<file path="src/rtl/sio_flag_pkg.sv">
package sio_flag_pkg;
  localparam int MODE_W = 2;
  localparam int ERR_N  = 3;

  typedef enum logic [MODE_W-1:0] {
    MD_UART = 2'b00,
    MD_EXTC = 2'b01,
    MD_INTC = 2'b10,
    MD_RSVD = 2'b11
  } sio_mode_e;

  // error vector positions
  localparam int E_OVR = 0;
  localparam int E_PAR = 1;
  localparam int E_FRM = 2;
endpackage

</file>
<file path="src/rtl/sio_sticky_bit.sv">
module sio_sticky_bit (
  input  logic clk,
  input  logic rst_n,
  input  logic set_i,
  input  logic clr_i,
  output logic q_o
);
  logic q_d, q_r;

  always_comb begin
    q_d = q_r;
    if (clr_i) q_d = 1'b0;
    if (set_i) q_d = 1'b1;
  end

  always_ff @(posedge clk or negedge rst_n) begin
    if (!rst_n) q_r <= 1'b0;
    else        q_r <= q_d;
  end

  assign q_o = q_r;


  set_wins_chk: assert property (@(posedge clk) disable iff (!rst_n)
    set_i |=> q_o);

  clr_takes_chk: assert property (@(posedge clk) disable iff (!rst_n)
    (clr_i && !set_i) |=> !q_o);

  hold_chk: assert property (@(posedge clk) disable iff (!rst_n)
    (!clr_i && !set_i) |=> $stable(q_o));
endmodule

</file>
<file path="src/rtl/sio_buf_status.sv">
module sio_buf_status (
  input  logic clk,
  input  logic rst_n,
  input  logic rx_to_buf_i,
  input  logic rd_rxbuf_i,
  input  logic tx_load_i,
  input  logic wr_txbuf_i,
  output logic rx_full_o,
  output logic tx_empty_o
);
  logic rxf_d, rxf_r, txe_d, txe_r;

  always_comb begin
    rxf_d = rxf_r;
    if (rd_rxbuf_i)  rxf_d = 1'b0;
    if (rx_to_buf_i) rxf_d = 1'b1;
    txe_d = txe_r;
    if (tx_load_i)   txe_d = 1'b1;
    if (wr_txbuf_i)  txe_d = 1'b0;
  end

  always_ff @(posedge clk or negedge rst_n) begin
    if (!rst_n) begin
      rxf_r <= 1'b0;
      txe_r <= 1'b1;
    end else begin
      rxf_r <= rxf_d;
      txe_r <= txe_d;
    end
  end

  assign rx_full_o  = rxf_r;
  assign tx_empty_o = txe_r;


  rx_fill_chk: assert property (@(posedge clk) disable iff (!rst_n)
    rx_to_buf_i |=> rx_full_o);

  rx_drain_chk: assert property (@(posedge clk) disable iff (!rst_n)
    (rd_rxbuf_i && !rx_to_buf_i) |=> !rx_full_o);

  tx_write_chk: assert property (@(posedge clk) disable iff (!rst_n)
    wr_txbuf_i |=> !tx_empty_o);

  tx_load_chk: assert property (@(posedge clk) disable iff (!rst_n)
    (tx_load_i && !wr_txbuf_i) |=> tx_empty_o);
endmodule

</file>
<file path="src/rtl/sio_err_flags.sv">
module sio_err_flags
  import sio_flag_pkg::*;
(
  input  logic              clk,
  input  logic              rst_n,
  input  logic [MODE_W-1:0] mode_i,
  input  logic              dbuf_en_i,
  input  logic              fifo_en_i,
  input  logic              fifo_full_i,
  input  logic              rx_done_i,
  input  logic              par_err_i,
  input  logic              stop_err_i,
  input  logic              tx_need_i,
  input  logic              rd_ctrl_i,
  input  logic              rx_full_i,
  input  logic              tx_empty_i,
  output logic [ERR_N-1:0]  err_o
);
  sio_mode_e  md;
  logic       uart_md, extc_md;
  logic       no_room;
  logic [ERR_N-1:0] set_v;

  always_comb begin
    md      = sio_mode_e'(mode_i);
    uart_md = (md == MD_UART) || (md == MD_RSVD);
    extc_md = (md == MD_EXTC);
    no_room = fifo_en_i ? fifo_full_i : rx_full_i;
    set_v        = '0;
    set_v[E_OVR] = rx_done_i && no_room;
    if (uart_md) begin
      set_v[E_PAR] = rx_done_i && par_err_i;
      set_v[E_FRM] = rx_done_i && stop_err_i;
    end else if (extc_md) begin
      set_v[E_PAR] = tx_need_i && tx_empty_i && dbuf_en_i && fifo_en_i;
    end
  end

  for (genvar i = 0; i < ERR_N; i++) begin : g_flag
    sio_sticky_bit u_bit (
      .clk   (clk),
      .rst_n (rst_n),
      .set_i (set_v[i]),
      .clr_i (rd_ctrl_i),
      .q_o   (err_o[i])
    );
  end


  fifo_guard_chk: assert property (@(posedge clk) disable iff (!rst_n)
    (fifo_en_i && !fifo_full_i && !rd_ctrl_i && !err_o[E_OVR]) |=> !err_o[E_OVR]);
endmodule

</file>
<file path="src/rtl/sio_flag_unit.sv">
module sio_flag_unit
  import sio_flag_pkg::*;
(
  input  logic              clk,
  input  logic              rst_n,
  input  logic [MODE_W-1:0] mode_i,
  input  logic              dbuf_en_i,
  input  logic              fifo_en_i,
  input  logic              fifo_full_i,
  input  logic              rx_done_i,
  input  logic              rx_to_buf_i,
  input  logic              par_err_i,
  input  logic              stop_err_i,
  input  logic              tx_load_i,
  input  logic              tx_need_i,
  input  logic              rd_rxbuf_i,
  input  logic              wr_txbuf_i,
  input  logic              rd_ctrl_i,
  output logic              rx_full_o,
  output logic              tx_empty_o,
  output logic              ovr_err_o,
  output logic              par_unr_o,
  output logic              frm_err_o,
  output logic              sclk_stop_o
);
  logic rxf, txe;
  logic [ERR_N-1:0] err;
  sio_mode_e md;
  logic par_vis, frm_vis, intc_md;

  sio_buf_status u_stat (
    .clk         (clk),
    .rst_n       (rst_n),
    .rx_to_buf_i (rx_to_buf_i),
    .rd_rxbuf_i  (rd_rxbuf_i),
    .tx_load_i   (tx_load_i),
    .wr_txbuf_i  (wr_txbuf_i),
    .rx_full_o   (rxf),
    .tx_empty_o  (txe)
  );

  sio_err_flags u_err (
    .clk         (clk),
    .rst_n       (rst_n),
    .mode_i      (mode_i),
    .dbuf_en_i   (dbuf_en_i),
    .fifo_en_i   (fifo_en_i),
    .fifo_full_i (fifo_full_i),
    .rx_done_i   (rx_done_i),
    .par_err_i   (par_err_i),
    .stop_err_i  (stop_err_i),
    .tx_need_i   (tx_need_i),
    .rd_ctrl_i   (rd_ctrl_i),
    .rx_full_i   (rxf),
    .tx_empty_i  (txe),
    .err_o       (err)
  );

  always_comb begin
    md      = sio_mode_e'(mode_i);
    intc_md = (md == MD_INTC);
    frm_vis = (md == MD_UART) || (md == MD_RSVD);
    par_vis = frm_vis || ((md == MD_EXTC) && dbuf_en_i && fifo_en_i);
  end

  assign rx_full_o   = rxf && dbuf_en_i;
  assign tx_empty_o  = txe && dbuf_en_i;
  assign ovr_err_o   = err[E_OVR];
  assign par_unr_o   = err[E_PAR] && par_vis;
  assign frm_err_o   = err[E_FRM] && frm_vis;
  assign sclk_stop_o = err[E_OVR] && intc_md;


  dbuf_mask_chk: assert property (@(posedge clk) disable iff (!rst_n)
    !dbuf_en_i |-> (!rx_full_o && !tx_empty_o));

  frm_mode_chk: assert property (@(posedge clk) disable iff (!rst_n)
    (mode_i == 2'b01 || mode_i == 2'b10) |-> !frm_err_o);

  stop_needs_ovr_chk: assert property (@(posedge clk) disable iff (!rst_n)
    sclk_stop_o |-> ovr_err_o);

  stop_release_chk: assert property (@(posedge clk) disable iff (!rst_n)
    (rd_ctrl_i && !rx_done_i) |=> !sclk_stop_o);
endmodule

</file>
<file path="config.mk">
export PLATFORM = sky130hd
export DESIGN_NAME = sio_flag_unit
export DESIGN_NICKNAME = d
export VERILOG_FILES = /design/src/rtl/sio_flag_pkg.sv /design/src/rtl/sio_sticky_bit.sv /design/src/rtl/sio_buf_status.sv /design/src/rtl/sio_err_flags.sv /design/src/rtl/sio_flag_unit.sv
export SDC_FILE = /design/constraint.sdc
export NUM_CORES = 1
export LEC_CHECK = 0
export ABC_AREA = 0
export CAP_MARGIN = 20
export CORE_AREA = 3 3 40 42
export DETAILED_ROUTE_END_ITERATION = 7
export DIE_AREA = 0 0 43 45
export SLEW_MARGIN = 20
export SYNTH_ARGS = -nofsm -noshare
export SYNTH_HDL_FRONTEND = slang
export SYNTH_HIERARCHICAL = 1
export SYNTH_SLANG_ARGS = --single-unit
</file>
<file path="constraint.sdc">
create_clock -name clk -period 0.8 [get_ports clk]
set_input_delay 0.16 -clock clk [delete_from_list [all_inputs] [get_ports clk]]
set_output_delay 0.16 -clock clk [all_outputs]
set_load 0.005 [all_outputs]
</file>
==> results of run 1 <==
==> cells in the final DEF (no fill, tap or decap), types with 3 or more instances in the layout <==
cell	synthesis	layout
buf_6	0	7
clkbuf_4	0	3
dlygate4sd2_1	0	3
buf_4	0	4
clkdlybuf4s50_1	0	10
a21o_1	4	4
inv_1	7	5
dfrtp_1	4	4
buf_2	0	5
==> routing by layer <==
layer	vias up	global-route usage	share of wire
met5	-	0	0
li1	175	-	-
met4	0	0.0723	0
met1	158	0.130	0.44
met2	13	0.162	0.47
met3	0	0.0398	0.087
==> cell usage after synthesis (2+ instances only) <==
cell type | instances | area share
a21o_1 | 4 | 0.096
and2_1 | 2 | 0.040
and2_2 | 2 | 0.048
dfrtp_1 | 4 | 0.32
ha_1 | 3 | 0.12
inv_1 | 7 | 0.084
nor2_1 | 2 | 0.024
nor2b_1 | 2 | 0.040
==> sequential cells by signal, summed over array words and instances (netlist names) <==
name	cells
u_err/g_flag.u_bit/q_o	3
u_stat/rx_full_o	1
u_stat/tx_empty_o	1
==> through the flow <==
step	std cells	TNS [ns]	util
after floorplan	34	-0.0893	-
after global placement	75	-6.50	0.462
after detailed placement	75	-6.47	0.462
after CTS	81	-2.04	0.496
after global routing	82	-2.34	0.509
final	82	-2.00	0.509
==> power by group through the flow <==
| stage | clock (mW) | combinational (mW) | sequential, mW |
|---|---|---|---|
| 5_1_grt | 0.327 | 0.279 | 0.294 |
| 4_1_cts | 0.308 | 0.247 | 0.292 |
| 6_report | 0.288 | 0.254 | 0.292 |
| 3_3_place_gp | 0 | 0.238 | 0.293 |
| 3_5_place_dp | 0 | 0.238 | 0.295 |
| 2_1_floorplan | 0 | 0.0711 | 0.293 |
==> logic make-up after synthesis <==
kind of cell             after synthesis  synth area share
AND/OR/NAND/NOR                       12             0.231
buffers and inverters                  7            0.0837
AO/OA/AOI/OAI                          6             0.131
flip-flops                             5             0.402
adder cells (fa/ha/maj)                3             0.120
multiplexers                           1            0.0319
==> worst min path at each step <==
stage / slack [ns] / endpoint / start / cells after the start
after floorplan: -0.14 / u_err/g_flag[0].u_bit/q_o / rst_n / 0
after global placement: 0.41 / u_stat/rx_full_o / rst_n / 1
after global routing: 0.15 / u_err/g_flag[0].u_bit/q_o / rst_n / 1
after CTS: 0.14 / u_err/g_flag[0].u_bit/q_o / rst_n / 1
after detailed placement: 0.41 / u_stat/rx_full_o / rst_n / 1
final: 0.15 / u_err/g_flag[0].u_bit/q_o / rst_n / 1
==> what timing repair did <==
action	in CTS	in global routing
resized for setup	45	3
hold endpoints to repair	0	0
pin swaps	4	3
setup buffers	2	1
endpoints found under the setup margin	9	10
==> critical path: cells and delay by family, from the launching register on <==
family                 cells  cell delay [ns]
AND/OR/NAND/NOR            1             0.13
buffers and inverters      1             0.08
flip-flops                 1             0.52
==> layout make-up <==
type,count,area [µm²]
fillers,131,631
repair buffers,29,260
multi-input cells,22,194
flip-flops and latches,5,126
inverters,7,28.8
clock buffers,4,26.3
well taps,15,18.8
==> flow_summary.ini, run 1 <==
[pwr]
p_comb_frac = 0.304
vdd_ir_drop_max_mv = 0.636
p_leak_nw = 0.342
power_uw = 835
power.switching_uw = 197
intPower_uw = 637
power_frac_seq = 0.350
power_density_nw_per_um2 = 1280
p_sw_frac = 0.237
p_clk_frac = 0.345

[placed_design]
gp_congestion = 0.766
hpwlAfterDp_um = 694
post_dp_cell_area_um2 = 593
dp_slack_ns = -1.04
port_buffers = 21

[global_routing]
grtUsageTotal = 0.108
grt_start_max_net_pins = 6
grt_pass1_vias = 348
gr-total-overflow = 0
grt_antenna_before_repair = 0
grt_pass1_wl_mm = 1.48

[cts]
clk_latency_ns = 0.24
root_buffer = clkbuf_4
postCtsHoldBufs = 0
cts_buffers = 3
clk_pin_slew_ns = 0.04
cts.sinks = 5
clock_path_buffers = 2
cts_htree_levels = 1
cts_tree = built

[final_layout]
fin_area_um2 = 654
synthToLayoutAreaGrowth_pct = 108
drive_gt1_frac = 0.418
antenna_cells = 0
nets = 87

[run]
drv_cap = 0

[route]
drc = 0
vias = 346
vias_per_cell = 4.22
routed_wl_um = 892
ant_nets = 0
dr.pass1.iters = 4
drt_iter0_markers = 5
detail_route.wl_per_cell_um = 10.9

[floorplan]
dieHeight_um = 45
initial_utilization = 0.244
core_area_um2 = 1280
die_w_um = 43
dieArea_um2 = 1940
boundaryPins = 22
rows = 13

[timing]
tightest_slew_ns = 0.238
slew_viol_final = 0
max_slew_margin = 0.841
max_clock_freq_ghz = 0.885
hold-worst-slack_ns = 0.148
period_needed_ns = 1.13
hold_violations = 0
rsz0062_at_grt = yes
timing.final.crit_share = 1.41
fin_ws_ns = -0.330
finalSetupViolations = 10
fin_worst_skew_ns = 0.000873

[hold_path]
hp-class = in -> async

[setup_path]
ff2ff_setup_slack_ns = -0.29
critPathArrivalTime_ns = 0.97
crit_end = tx_empty_o
rr_endpoint = u_err/g_flag[1].u_bit/q_o
cp_slowest_cell = dfstp_2
cp.required_ns = 0.64
critical_path_class = reg -> out
crit_path_start_kind = flop
cp_cell_sequence = and2_4 -> buf_6
crit_path_max_fanout = 2
critPathMaxStageDelay_ns = 0.52
crit_start = u_stat/tx_empty_o
setup.worst_path.end_class = primary output
r2r_cells = 5
reg2reg_from = u_stat/tx_empty_o

[synthesis]
ys.flop_type = dfrtp_1
syn_nets = 53
syn_inst = 34
yosys_warnings = 6
synth-edff-count = 0
syn_area_per_cell_um2 = 9.24
synth-seq-cells = 5
yosys.cell_types.count = 16
synthArstFlopShare = 1.00
yosysSeqAreaShare = 0.402
netlist_area_um2 = 314

[run_status]
failed_checks = negative setup slack
outcome = complete, but fails checks
(Power assumes the default switching activity.)
==> inputs of run 2 (changes only) <==
- CAP_MARGIN: 20 -> unset
==> results of run 2 <==
The final DEF is identical to that of run 1; final timing and power are the same.
